<file path="config.mk">
export PLATFORM = sky130hd
export DESIGN_NAME = gpio_chg_ctrl
export DESIGN_NICKNAME = d
export VERILOG_FILES = /design/src/rtl/gpio_chg_pkg.sv /design/src/rtl/gpio_chg_edge.sv /design/src/rtl/gpio_chg_bus_fsm.sv /design/src/rtl/gpio_chg_ctrl.sv
export SDC_FILE = /design/constraint.sdc
export NUM_CORES = 1
export LEC_CHECK = 0
export BUFFER_PORTS_ARGS = -buffer_cell sky130_fd_sc_hd__buf_2
export CORE_ASPECT_RATIO = 1.1
export CORE_MARGIN = 2
export CORE_UTILIZATION = 47
export DETAILED_ROUTE_END_ITERATION = 10
export PLACE_DENSITY = 0.76
export SETUP_SLACK_MARGIN = 0.3
export SLEW_MARGIN = 30
export SYNTH_ARGS = -nofsm -noshare
export SYNTH_HDL_FRONTEND = slang
export SYNTH_HIERARCHICAL = 1
export SYNTH_SLANG_ARGS = --single-unit
</file>
<file path="constraint.sdc">
create_clock -name clk_i -period 1.92 [get_ports clk_i]
set_input_delay 0.384 -clock clk_i [delete_from_list [all_inputs] [get_ports clk_i]]
set_output_delay 0.384 -clock clk_i [all_outputs]
set_load 0.05 [all_outputs]
</file>
<file path="src/rtl/gpio_chg_pkg.sv">
package gpio_chg_pkg;

    typedef enum logic [2:0] {
        SEL_DIR,
        SEL_DATA,
        SEL_IEN,
        SEL_STAT,
        SEL_WMSK,
        SEL_TYPE,
        SEL_NONE
    } reg_sel_e;

    typedef enum logic {
        BUS_IDLE,
        BUS_RESP
    } bus_state_e;

    localparam int REG_DIR_OFS  = 'h00;
    localparam int REG_DATA_OFS = 'h04;
    localparam int REG_IEN_OFS  = 'h08;
    localparam int REG_STAT_OFS = 'h0C;
    localparam int REG_WMSK_OFS = 'h10;
    localparam int REG_TYPE_OFS = 'h14;

endpackage

</file>
<file path="src/rtl/gpio_chg_edge.sv">
module gpio_chg_edge #(
    parameter int NUM_LINES = 32
) (
    input  logic                 clk_i,
    input  logic                 rst_ni,
    input  logic [NUM_LINES-1:0] pin_i,
    output logic [NUM_LINES-1:0] level_o,
    output logic [NUM_LINES-1:0] chg_o
);

    // Per line: two synchronizer stages and one history flop.
    for (genvar g = 0; g < NUM_LINES; g++) begin : g_line
        logic meta_q;
        logic sync_q;
        logic prev_q;

        always_ff @(posedge clk_i) begin
            if (!rst_ni) begin
                meta_q <= 1'b0;
                sync_q <= 1'b0;
                prev_q <= 1'b0;
            end else begin
                meta_q <= pin_i[g];
                sync_q <= meta_q;
                prev_q <= sync_q;
            end
        end

        assign level_o[g] = sync_q;
        assign chg_o[g]   = sync_q ^ prev_q;   // rising or falling
    end

endmodule

</file>
<file path="src/rtl/gpio_chg_bus_fsm.sv">
module gpio_chg_bus_fsm
    import gpio_chg_pkg::*;
(
    input  logic clk_i,
    input  logic rst_ni,
    input  logic req_i,
    input  logic wr_i,
    output logic rd_take_o,
    output logic wr_take_o,
    output logic rvalid_o
);

    bus_state_e state_q;
    bus_state_e state_d;
    logic       rd_req;

    assign rd_req = req_i && !wr_i;

    // Next-state selection.
    always_comb begin
        state_d = state_q;
        unique case (state_q)
            BUS_IDLE: if (rd_req) state_d = BUS_RESP;   // take-read
            BUS_RESP: if (!rd_req) state_d = BUS_IDLE;  // release (else chain-read)
            default:  state_d = BUS_IDLE;
        endcase
    end

    // State register.
    always_ff @(posedge clk_i) begin
        if (!rst_ni) state_q <= BUS_IDLE;
        else         state_q <= state_d;
    end

    // Outputs.
    always_comb begin
        rd_take_o = rd_req;
        wr_take_o = req_i && wr_i;
        rvalid_o  = 1'b0;
        unique case (state_q)
            BUS_IDLE: rvalid_o = 1'b0;
            BUS_RESP: rvalid_o = 1'b1;
            default:  rvalid_o = 1'b0;
        endcase
    end

    // each sampled read gives a response one cycle later.
    p_read_resp_r11: assert property (@(posedge clk_i) disable iff (!rst_ni)
        (req_i && !wr_i) |=> rvalid_o);

    // no response without a read.
    p_no_spurious_r2: assert property (@(posedge clk_i) disable iff (!rst_ni)
        !(req_i && !wr_i) |=> !rvalid_o);

endmodule

</file>
<file path="src/rtl/gpio_chg_ctrl.sv">
module gpio_chg_ctrl
    import gpio_chg_pkg::*;
#(
    parameter int NUM_LINES = 32,
    parameter int ADDR_W    = 5
) (
    input  logic                 clk_i,
    input  logic                 rst_ni,
    input  logic                 req_i,
    input  logic                 wr_i,
    input  logic [ADDR_W-1:0]    addr_i,
    input  logic [31:0]          wdata_i,
    output logic [31:0]          rdata_o,
    output logic                 rvalid_o,
    input  logic [NUM_LINES-1:0] pin_i,
    output logic [NUM_LINES-1:0] pin_o,
    output logic [NUM_LINES-1:0] pin_oe_o,
    output logic                 irq_o
);

    localparam int DW = 32;
    localparam logic [NUM_LINES-1:0] LINES_ONES = '1;

    function automatic logic [DW-1:0] widen(input logic [NUM_LINES-1:0] v);
        logic [DW-1:0] r;
        r = '0;
        r[NUM_LINES-1:0] = v;
        return r;
    endfunction

    logic                 rd_take;
    logic                 wr_take;
    reg_sel_e             sel;
    logic [NUM_LINES-1:0] wdat;
    logic [NUM_LINES-1:0] level;
    logic [NUM_LINES-1:0] chg;
    logic [NUM_LINES-1:0] stat_clr;

    logic [NUM_LINES-1:0] dir_q;
    logic [NUM_LINES-1:0] dout_q;
    logic [NUM_LINES-1:0] ien_q;
    logic [NUM_LINES-1:0] stat_q;
    logic [NUM_LINES-1:0] wmsk_q;
    logic [DW-1:0]        rmux;
    logic [DW-1:0]        rdata_q;

    gpio_chg_bus_fsm u_bus (
        .clk_i    (clk_i),
        .rst_ni   (rst_ni),
        .req_i    (req_i),
        .wr_i     (wr_i),
        .rd_take_o(rd_take),
        .wr_take_o(wr_take),
        .rvalid_o (rvalid_o)
    );

    gpio_chg_edge #(.NUM_LINES(NUM_LINES)) u_edge (
        .clk_i  (clk_i),
        .rst_ni (rst_ni),
        .pin_i  (pin_i),
        .level_o(level),
        .chg_o  (chg)
    );

    // Offset decode.
    always_comb begin
        if      (addr_i == ADDR_W'(REG_DIR_OFS))  sel = SEL_DIR;
        else if (addr_i == ADDR_W'(REG_DATA_OFS)) sel = SEL_DATA;
        else if (addr_i == ADDR_W'(REG_IEN_OFS))  sel = SEL_IEN;
        else if (addr_i == ADDR_W'(REG_STAT_OFS)) sel = SEL_STAT;
        else if (addr_i == ADDR_W'(REG_WMSK_OFS)) sel = SEL_WMSK;
        else if (addr_i == ADDR_W'(REG_TYPE_OFS)) sel = SEL_TYPE;
        else                                      sel = SEL_NONE;
    end

    assign wdat     = wdata_i[NUM_LINES-1:0];
    assign stat_clr = (wr_take && sel == SEL_STAT) ? wdat : '0;

    always_ff @(posedge clk_i) begin
        if (!rst_ni) begin
            dir_q  <= '0;
            dout_q <= '0;
            ien_q  <= '0;
            stat_q <= '0;
            wmsk_q <= LINES_ONES;
        end else begin
            if (wr_take && sel == SEL_DIR)
                dir_q <= (dir_q & ~wmsk_q) | (wdat & wmsk_q);
            if (wr_take && sel == SEL_DATA)
                dout_q <= (dout_q & ~wmsk_q) | (wdat & wmsk_q);
            if (wr_take && sel == SEL_IEN)
                ien_q <= wdat;
            if (wr_take && sel == SEL_WMSK)
                wmsk_q <= wdat;
            // A new change wins over a same-cycle acknowledge.
            stat_q <= (stat_q & ~stat_clr) | chg;
        end
    end

    always_comb begin
        unique case (sel)
            SEL_DIR:  rmux = widen(dir_q);
            SEL_DATA: rmux = widen((dir_q & dout_q) | (~dir_q & level));
            SEL_IEN:  rmux = widen(ien_q);
            SEL_STAT: rmux = widen(stat_q);
            SEL_WMSK: rmux = widen(wmsk_q);
            SEL_TYPE: rmux = widen(LINES_ONES);
            default:  rmux = '0;
        endcase
    end

    always_ff @(posedge clk_i) begin
        if (!rst_ni)      rdata_q <= '0;
        else if (rd_take) rdata_q <= rmux;
    end

    assign rdata_o  = rdata_q;
    assign pin_o    = dout_q;
    assign pin_oe_o = dir_q;
    assign irq_o    = |(stat_q & ien_q);

    // without an acknowledge write, no status bit falls.
    p_sticky_r6: assert property (@(posedge clk_i) disable iff (!rst_ni)
        !(wr_take && sel == SEL_STAT) |=> ((stat_q & $past(stat_q)) == $past(stat_q)));

    // every detected change is latched, even against an acknowledge.
    p_edge_latched_r7: assert property (@(posedge clk_i) disable iff (!rst_ni)
        (chg != '0) |=> ((stat_q & $past(chg)) == $past(chg)));

    // an enabled change raises the interrupt unless the enables are rewritten.
    p_irq_raise_r8: assert property (@(posedge clk_i) disable iff (!rst_ni)
        ((|(chg & ien_q)) && !(wr_take && sel == SEL_IEN)) |=> irq_o);

    // masked direction bits hold across a direction write.
    p_mask_dir_r9: assert property (@(posedge clk_i) disable iff (!rst_ni)
        (wr_take && sel == SEL_DIR) |=> (((dir_q ^ $past(dir_q)) & ~$past(wmsk_q)) == '0));

endmodule

</file>
* Yosys cells after proc, flatten, opt, wreduce, memory -nomap -nowiden
Index checks and enable logic that the tools add are counted.
** Cells by class
- Equal/unequal tests :: 10
- Mux-type cells :: 10
- Bitwise logic cells :: 47
- Reduce and logical (&&, ||, !) cells :: 11
** Operators by type and width (count)
- $and 32x32->32 :: 7
- $pmux 32 s6 :: 1
- $or 32x32->32 :: 4
- $not 32->32 :: 3
- $mux 32 :: 1
- $reduce_or 32->1 :: 1
- $xor 1x1->1 :: 32
- $mux 3 :: 4
- $eq 5x4->1 const B :: 2
- $eq 5x5->1 const B :: 2
- $logic_and 1x1->1 :: 7
- $eq 3x2->1 const B :: 2
- $eq 3x3->1 const B :: 2
- $eq 5x3->1 const B :: 1
- $logic_not 5->1 :: 1
- $mux 2 :: 2
- $eq 3x1->1 const B :: 1
- $logic_not 3->1 :: 1
- $pmux 1 s2 :: 1
- $logic_not 1->1 :: 1
- $mux 1 :: 1
- $not 1->1 :: 1
** Word-level totals
- Flip-flop bits (word level) :: 289
- Input bits :: 73
- Word-level logic and storage cells :: 181

* Logic depth before layout (Yosys ltp)
Gate-level depths: netlist (run 1).
- Depth after elaboration :: 13
- Mapped depth :: 7
- Mapped depth without buffers :: 5

* Cells and area by module
The synthesis (run 1) kept the hierarchy.
** By module, submodules not included
- gpio_chg_ctrl :: times used 1, cells an instance 1024, area each 8957.3 µm², sequential area each 3843.7 µm²
- gpio_chg_edge :: times used 1, cells an instance 266, area each 3124.2 µm², sequential area each 1921.8 µm²
- gpio_chg_bus_fsm :: times used 1, cells an instance 4, area each 46.3 µm², sequential area each 20.0 µm²

* Worst setup path after synthesis (run 1)
No wires, ideal clock.
- Path type :: register -> output
- Start :: register stat_q[12]
- End :: output irq_o
- Arrival :: 1.335 ns
- Data required time :: 1.536 ns
- Slack :: 0.201 ns
- Stages on the path, launching flop included :: 4
- Cells stage by stage :: dfxtp_1 > a22oi_1 > nand4_1 > or4_1
** On the way
- Cells in the longest elaborated chain, start to end :: 2
** Ends and longest elaborated chain
- start, declared :: line gpio_chg_ctrl.sv:42 : logic [NUM_LINES-1:0] stat_q;
- start signal, assigned :: line gpio_chg_ctrl.sv:96 : stat_q <= (stat_q & ~stat_clr) | chg;
- $and 32x32->32 :: line gpio_chg_ctrl.sv:120 : assign irq_o = |(stat_q & ien_q);
- $reduce_or 32->1 :: line gpio_chg_ctrl.sv:120
- end, declared :: line gpio_chg_ctrl.sv:18 : output logic irq_o
Every way passes these cells.

* Worst setup path in the final report (run 1)
- Start :: register ien_q[6]
- End :: output irq_o
** On the way
- Cells in the longest elaborated chain, start to end :: 2
** Ends and longest elaborated chain
- start, declared :: line gpio_chg_ctrl.sv:41 : logic [NUM_LINES-1:0] ien_q;
- start signal, assigned :: line gpio_chg_ctrl.sv:92 : ien_q <= wdat;
- $and 32x32->32 :: line gpio_chg_ctrl.sv:120
- $reduce_or 32->1 :: line gpio_chg_ctrl.sv:120
Every way passes these cells.

==> results.py, run 1 <==
metrics = {
    "logic_synthesis": {
        "syn-num-nets": 1367,
        "syn-mean-instance-area_sq_um": 9.37,
        "ys_seq_area_frac": 0.477,
        "syn_inst": 1294,
        "synth_seq_cells": 289,
        "synth_cell_type_count": 37,
        "syn_area_sq_mm": 0.0121,
        "yosysWarnings": 6,
    },
    "detailed_routing": {
        "wire_per_inst_um": 20.3,
        "ant_nets": 0,
        "viasPerCell": 5.85,
        "drc": 0,
        "finalWirelength_um": 36500,
        "drtIter0Drc": 965,
        "first_pass_iters": 6,
        "vias": 10500,
    },
    "timing": {
        "fin_ws_ns": -0.511,
        "worst_slew_pin_slew_ns": 0.532,
        "worst_hold_slack_ns": 0.0326,
        "finalSetupViolations": 1,
        "min_period_ns": 2.43,
        "fmaxAchievable_mhz": 411,
        "rsz0062_at_grt": "true",
        "drv_slew": 0,
        "fin_worst_skew_ns": 0.00914,
        "finalHoldViolations": 0,
        "period_share": 1.27,
        "relSlewSlack": 0.646,
    },
    "placement": {
        "pre_cts_ws_ns": -0.00722,
        "place.detailed.hpwl_um": 23600,
        "gp_congestion": 0.908,
        "portBuffers": 170,
        "placed_area_sq_mm": 0.0135,
    },
    "floorplan": {
        "rows": 61,
        "dieWidth_um": 157,
        "io_pins": 171,
        "die-area_sq_mm": 0.0271,
        "initial_core_util": 0.479,
        "core_sq_mm": 0.0253,
        "die_y_um": 172,
    },
    "global_route": {
        "antenna_found_initial": 5,
        "grt_start_max_net_pins": 55,
        "grt_pass1_vias": 10200,
        "groute.usage.overall": 0.260,
        "overflow": 0,
        "grt_pass1_wl_um": 55600,
    },
    "power": {
        "power_density_mw_per_mm2": 883,
        "finalPower_w": 0.0130,
        "leakagePower_nw": 6.37,
        "peakVddDrop_v": 0.000576,
    },
    "clocking": {
        "clk_latency_ns": 0.56,
        "ctsLongestPathBuffers": 3,
        "cts_buffers": 30,
        "postCtsSetupRepairBufs": 0,
        "cts.reportedPaths.clkPinSlew_ns": 0.06,
        "clock-sinks": 289,
        "root_buffer": "clkbuf_16",
        "ctsHoldBuffers": 0,
        "cts.htree.levels": 1,
        "cts_tree": "done",
    },
    "outcome": {
        "status": "finished with violations",
        "failed_checks": "setup timing",
    },
    "cells_and_area": {
        "stdcell_area_sq_mm": 0.0148,
        "drive_gt1_frac": 0.212,
        "final_nets": 1500,
        "area_growth_pct": 21.7,
    },
    "hold_path": {
        "min_to": "u_edge/g_line[31].meta_q",
        "hold_class": "in2reg",
        "holdCritStartpoint": "pin_i[31]",
        "hold_depth": 2,
    },
    "critical_path": {
        "rr_worst_depth": 3,
        "required_ns": 1.54,
        "cp.arrival_ns": 2.05,
        "r2r_slack_ns": 0.76,
        "crit_fanout": 3,
        "worstReg2RegEnd": "rdata_o[30]",
        "end_kind": "primary output",
        "start_kind": "flip-flop",
        "worstSetupPathType": "reg2out",
    },
    "flow_run": {
        "maxCapViolCount": 0,
    },
}
-- worst max-delay path, cell delays in order (launching register included) --
cell	delay, ns
dfxtp_1	0.33
a22oi_1	0.25
nand4_1	0.14
or4_4	0.60
buf_8	0.18
-- synth_stat cells, drive strengths merged --
master   count  area (sq um)
a31oi       32           200
inv          1          3.75
nor3         2          20.0
xor2        32           280
and3b        1          10.0
and2b        1          8.76
and3         4          25.0
or3          1          6.26
o22a        31           272
a21boi      64           480
a22oi       79           593
buf         74           489
nor3b        2          26.3
mux2         1          11.3
mux2i       63           631
a41o        32           320
o21a        32           240
o21ai       32           160
dfxtp      289          5790
and2        98           614
nor2         1          3.75
a221oi       1          8.76
a21oi       63           315
nand2      161           604
nand3       67           335
nor2b       66           413
nand4        4          25.0
a2111oi      1          15.0
clkbuf      57           214
or4          1          7.51
a22o         1          8.76
-- area by class of cell --
cell class	instances	area (sq um)
fill	2267	10600
sequential	289	5790
multi-input combinational	873	5720
timing repair buffer	232	1780
clock buffer	46	922
tap	346	433
clock inverter	10	108
antenna	3	7.51
inverter	1	3.75
-- worst max-delay path by stage --
stage,from,to,slack [ns],depth (start not counted)
CTS,ien_q[15],irq_o,-0.52,5
floorplan,stat_q[12],irq_o,0.33,3
finish,ien_q[6],irq_o,-0.51,4
global route,stat_q[6],irq_o,-0.56,4
global placement,stat_q[28],irq_o,0.04,5
detailed placement,stat_q[28],irq_o,-0.007,5
-- cell usage in the layout (no fill, tap or decap), types with 61 or more instances in the layout --
| master | Yosys | layout |
|---|---|---|
| nor2b_1 | 66 | 64 |
| a21oi_1 | 63 | 63 |
| a22oi_1 | 79 | 74 |
| nand2_1 | 161 | 161 |
| mux2i_1 | 63 | 63 |
| dfxtp_1 | 289 | 282 |
| nand3_1 | 67 | 67 |
| buf_4 | 35 | 61 |
| buf_2 | 34 | 119 |
| and2_1 | 97 | 97 |
-- through the flow --
step                      TNS [ns]   util  std cells
after floorplan                  0      -       1294
after global placement           0  0.532       1741
after global routing        -0.564  0.583       1800
after CTS                   -0.517  0.579       1797
after detailed placement  -0.00722  0.532       1741
final                       -0.511  0.583       1800
-- cell families after synthesis --
family	synth area share
buffers and inverters	0.0583
muxes	0.0529
xor gates and xnor gates	0.0231
DFF	0.477
AOI/OAI and AO/OA	0.216
and+or+nand+nor	0.173
-- what timing repair did --
| action | 4_1_cts | 5_1_grt |
|---|---|---|
| resized for setup | 53 | 30 |
| pin swaps | 2 | 2 |
| hold endpoints to repair | 0 | 0 |
| setup endpoints to repair | 39 | 28 |
-- power breakdown --
group	internal [W]	total, W	switching, W
logic	0.000344	0.000817	0.000473
registers	0.00615	0.00626	0.000111
clock network	0.00356	0.00596	0.00239
total	0.0101	0.0130	0.00298
-- layer usage --
metal | track usage | wire, um | up-vias
met5 | 0 | 27 | -
met4 | 0.123 | 1320 | 4
met3 | 0.0489 | 3040 | 114
met2 | 0.423 | 17200 | 517
met1 | 0.332 | 14900 | 5060
li1 | - | - | 4829
Power figures use the tool's default switching activity.
==> inputs of run 2 (changes only) <==
==> constraint.sdc (replaced) <==
create_clock -name clk_i -period 1.92 [get_ports clk_i]
set_input_delay 0.192 -clock clk_i [delete_from_list [all_inputs] [get_ports clk_i]]
set_output_delay 0.192 -clock clk_i [all_outputs]
set_load 0.05 [all_outputs]
==> run 2 against run 1 <==
- the flow still finishes with violations (setup timing)
- sequential power is essentially flat
- wire length grew 1.6%
- final area grew 2.3%
- maximum frequency grew 10%
- power grew 1.0%
- die area is the same
- critical endpoint unchanged
- utilization grew 1.3 points
- combinational power grew 10%
- first-iteration DRC count grew 0.52%
- clock power grew 0.7%
- highest routed layer is now met4
==> results.py, run 2 (synthesized netlist as in run 1, its figures left out) <==
metrics = {
    "critical_path": {
        "max_stage_delay_ns": 0.57,
        "end_kind": "primary output",
        "cpMaxStageDelayCell": "or4_4",
        "cp-startpoint": "ien_q[3]",
        "r2r_slack_ns": 0.79,
        "rr_worst_depth": 3,
        "worstSetupPathType": "reg2out",
        "worstReg2RegEnd": "rdata_o[30]",
        "start_kind": "flip-flop",
        "crit_fanout": 3,
        "cp.arrival_ns": 2.01,
        "path_cells": "a22oi_2, nand4_1, or4_4, buf_8",
        "required_ns": 1.73,
    },
    "timing": {
        "fin_ws_ns": -0.281,
        "finalHoldViolations": 0,
        "period_share": 1.15,
        "relSlewSlack": 0.668,
        "drv_slew": 0,
        "worst_hold_slack_ns": 0.114,
        "fin_worst_skew_ns": 0.0143,
        "fmaxAchievable_mhz": 454,
        "worst_slew_pin_slew_ns": 0.498,
        "min_period_ns": 2.20,
        "finalSetupViolations": 1,
        "rsz0062_at_grt": "true",
    },
    "placement": {
        "place.detailed.hpwl_um": 23700,
        "portBuffers": 170,
        "gp_congestion": 0.875,
        "dp.cells": 1726,
        "pre_cts_ws_ns": 0.133,
    },
    "global_route": {
        "grt_start_max_net_pins": 74,
        "overflow": 0,
        "grt_pass1_vias": 10300,
        "grt_pass1_wl_um": 55700,
        "groute.usage.overall": 0.261,
        "antenna_found_initial": 2,
    },
    "clocking": {
        "cts.reportedPaths.clkPinSlew_ns": 0.06,
        "root_buffer": "clkbuf_16",
        "cts_tree": "done",
        "cts_buffers": 30,
        "cts.htree.levels": 1,
        "clock-sinks": 289,
        "ctsLongestPathBuffers": 3,
        "clk_latency_ns": 0.56,
    },
    "hold_path": {
        "hold_depth": 2,
        "hold_class": "in2reg",
        "min_to": "wmsk_q[23]",
        "holdCritStartpoint": "rst_ni",
    },
    "power": {
        "pwr-share-clk": 0.456,
        "internal-power_w": 0.0101,
        "pwr-share-comb": 0.069,
        "peakVddDrop_v": 0.000566,
        "sw_frac_of_total": 0.229,
        "power.switching_w": 0.00302,
        "power_density_mw_per_mm2": 872,
        "leakagePower_nw": 6.57,
        "seq_power_share": 0.475,
    },
    "floorplan": {
        "die-area_sq_mm": 0.0271,
        "initial_core_util": 0.479,
        "rows": 61,
        "die_y_um": 172,
        "dieWidth_um": 157,
        "io_pins": 171,
        "core_sq_mm": 0.0253,
    },
    "cells_and_area": {
        "post-route-util": 0.596,
        "drive_gt1_frac": 0.198,
        "fin_cells": 1854,
        "seq_area_sq_mm": 0.00579,
        "layout_commonest_cell": "dfxtp_1",
        "fill_cells": 2131,
        "mostFrequentLayoutCells": "286 x dfxtp_1, 168 x buf_2, 161 x nand2_1, 97 x and2_1, 71 x a22oi_1",
        "area_growth_pct": 24.5,
        "final_nets": 1556,
        "multi_input_area_sq_mm": 0.00573,
    },
    "detailed_routing": {
        "viasPerCell": 5.80,
        "wire_per_inst_um": 20.0,
        "ant_nets": 0,
        "finalWirelength_um": 37000,
        "drc": 0,
        "first_pass_iters": 5,
        "drtIter0Drc": 970,
        "vias": 10800,
    },
    "outcome": {
        "status": "finished with violations",
        "failed_checks": "setup timing",
    },
    "flow_run": {
        "maxCapViolCount": 0,
    },
}
==> run 2: per-stage QoR <==
step	instance area [sq um]	setup TNS, ns	power (W)
6_report	15100	-0.281	0.0132
5_1_grt	15100	-0.314	0.0135
4_1_cts	15000	-0.287	0.0132
3_5_place_dp	13300	0	0.00715
3_3_place_gp	13300	0	0.00713
2_1_floorplan	12100	0	0.00683
==> run 2: how the worst max path moves through the flow <==
| stage | endpoint | cells after the start | slack [ns] |
|---|---|---|---|
| floorplan | irq_o | 3 | 0.39 |
| global placement | irq_o | 4 | 0.13 |
| detailed placement | irq_o | 4 | 0.13 |
| CTS | irq_o | 4 | -0.29 |
| global route | irq_o | 4 | -0.31 |
| finish | irq_o | 4 | -0.28 |
==> run 2: per-layer routing <==
| metal | GRT usage | wire (um) | up-vias |
|---|---|---|---|
| li1 | - | - | 4936 |
| met1 | 0.322 | 14600 | 5132 |
| met2 | 0.445 | 17700 | 580 |
| met3 | 0.0419 | 3180 | 114 |
| met4 | 0.120 | 1570 | 0 |
| met5 | 0.0152 | 0 | - |
==> run 2: cell type report <==
type,count,area share
Inverter,1,0.000414
Clock inverter,10,0.00713
Timing Repair Buffer,288,0.139
Clock buffer,45,0.0615
Multi-Input combinational cell,873,0.380
Tap cell,346,0.0287
Antenna cell,2,0.000331
Sequential cell,289,0.383
==> run 2: what timing repair did <==
item                                    CTS  global route
gates resized for setup                  11            12
endpoints found under the setup margin    1            12
hold endpoints to repair                158             0
hold buffers                             66             0
cloned                                    0             2
pin swaps                                 5             7
buffers inserted                          1             2
==> run 2: worst max-delay path, delay by kind of cell (launching register included) <==
family	cells	cell delay [ns]
simple gates	2	0.69
compound gates	1	0.24
buf+inv	1	0.18
flops	1	0.33
==> run 2: power groups by stage <==
stage	sequential (W)	clock, W	combinational, W
final	0.00626	0.00600	0.000902
after global routing	0.00627	0.00628	0.000961
after global placement	0.00638	0	0.000757
after CTS	0.00625	0.00606	0.000876
after detailed placement	0.00638	0	0.000765
after floorplan	0.00637	0	0.000465
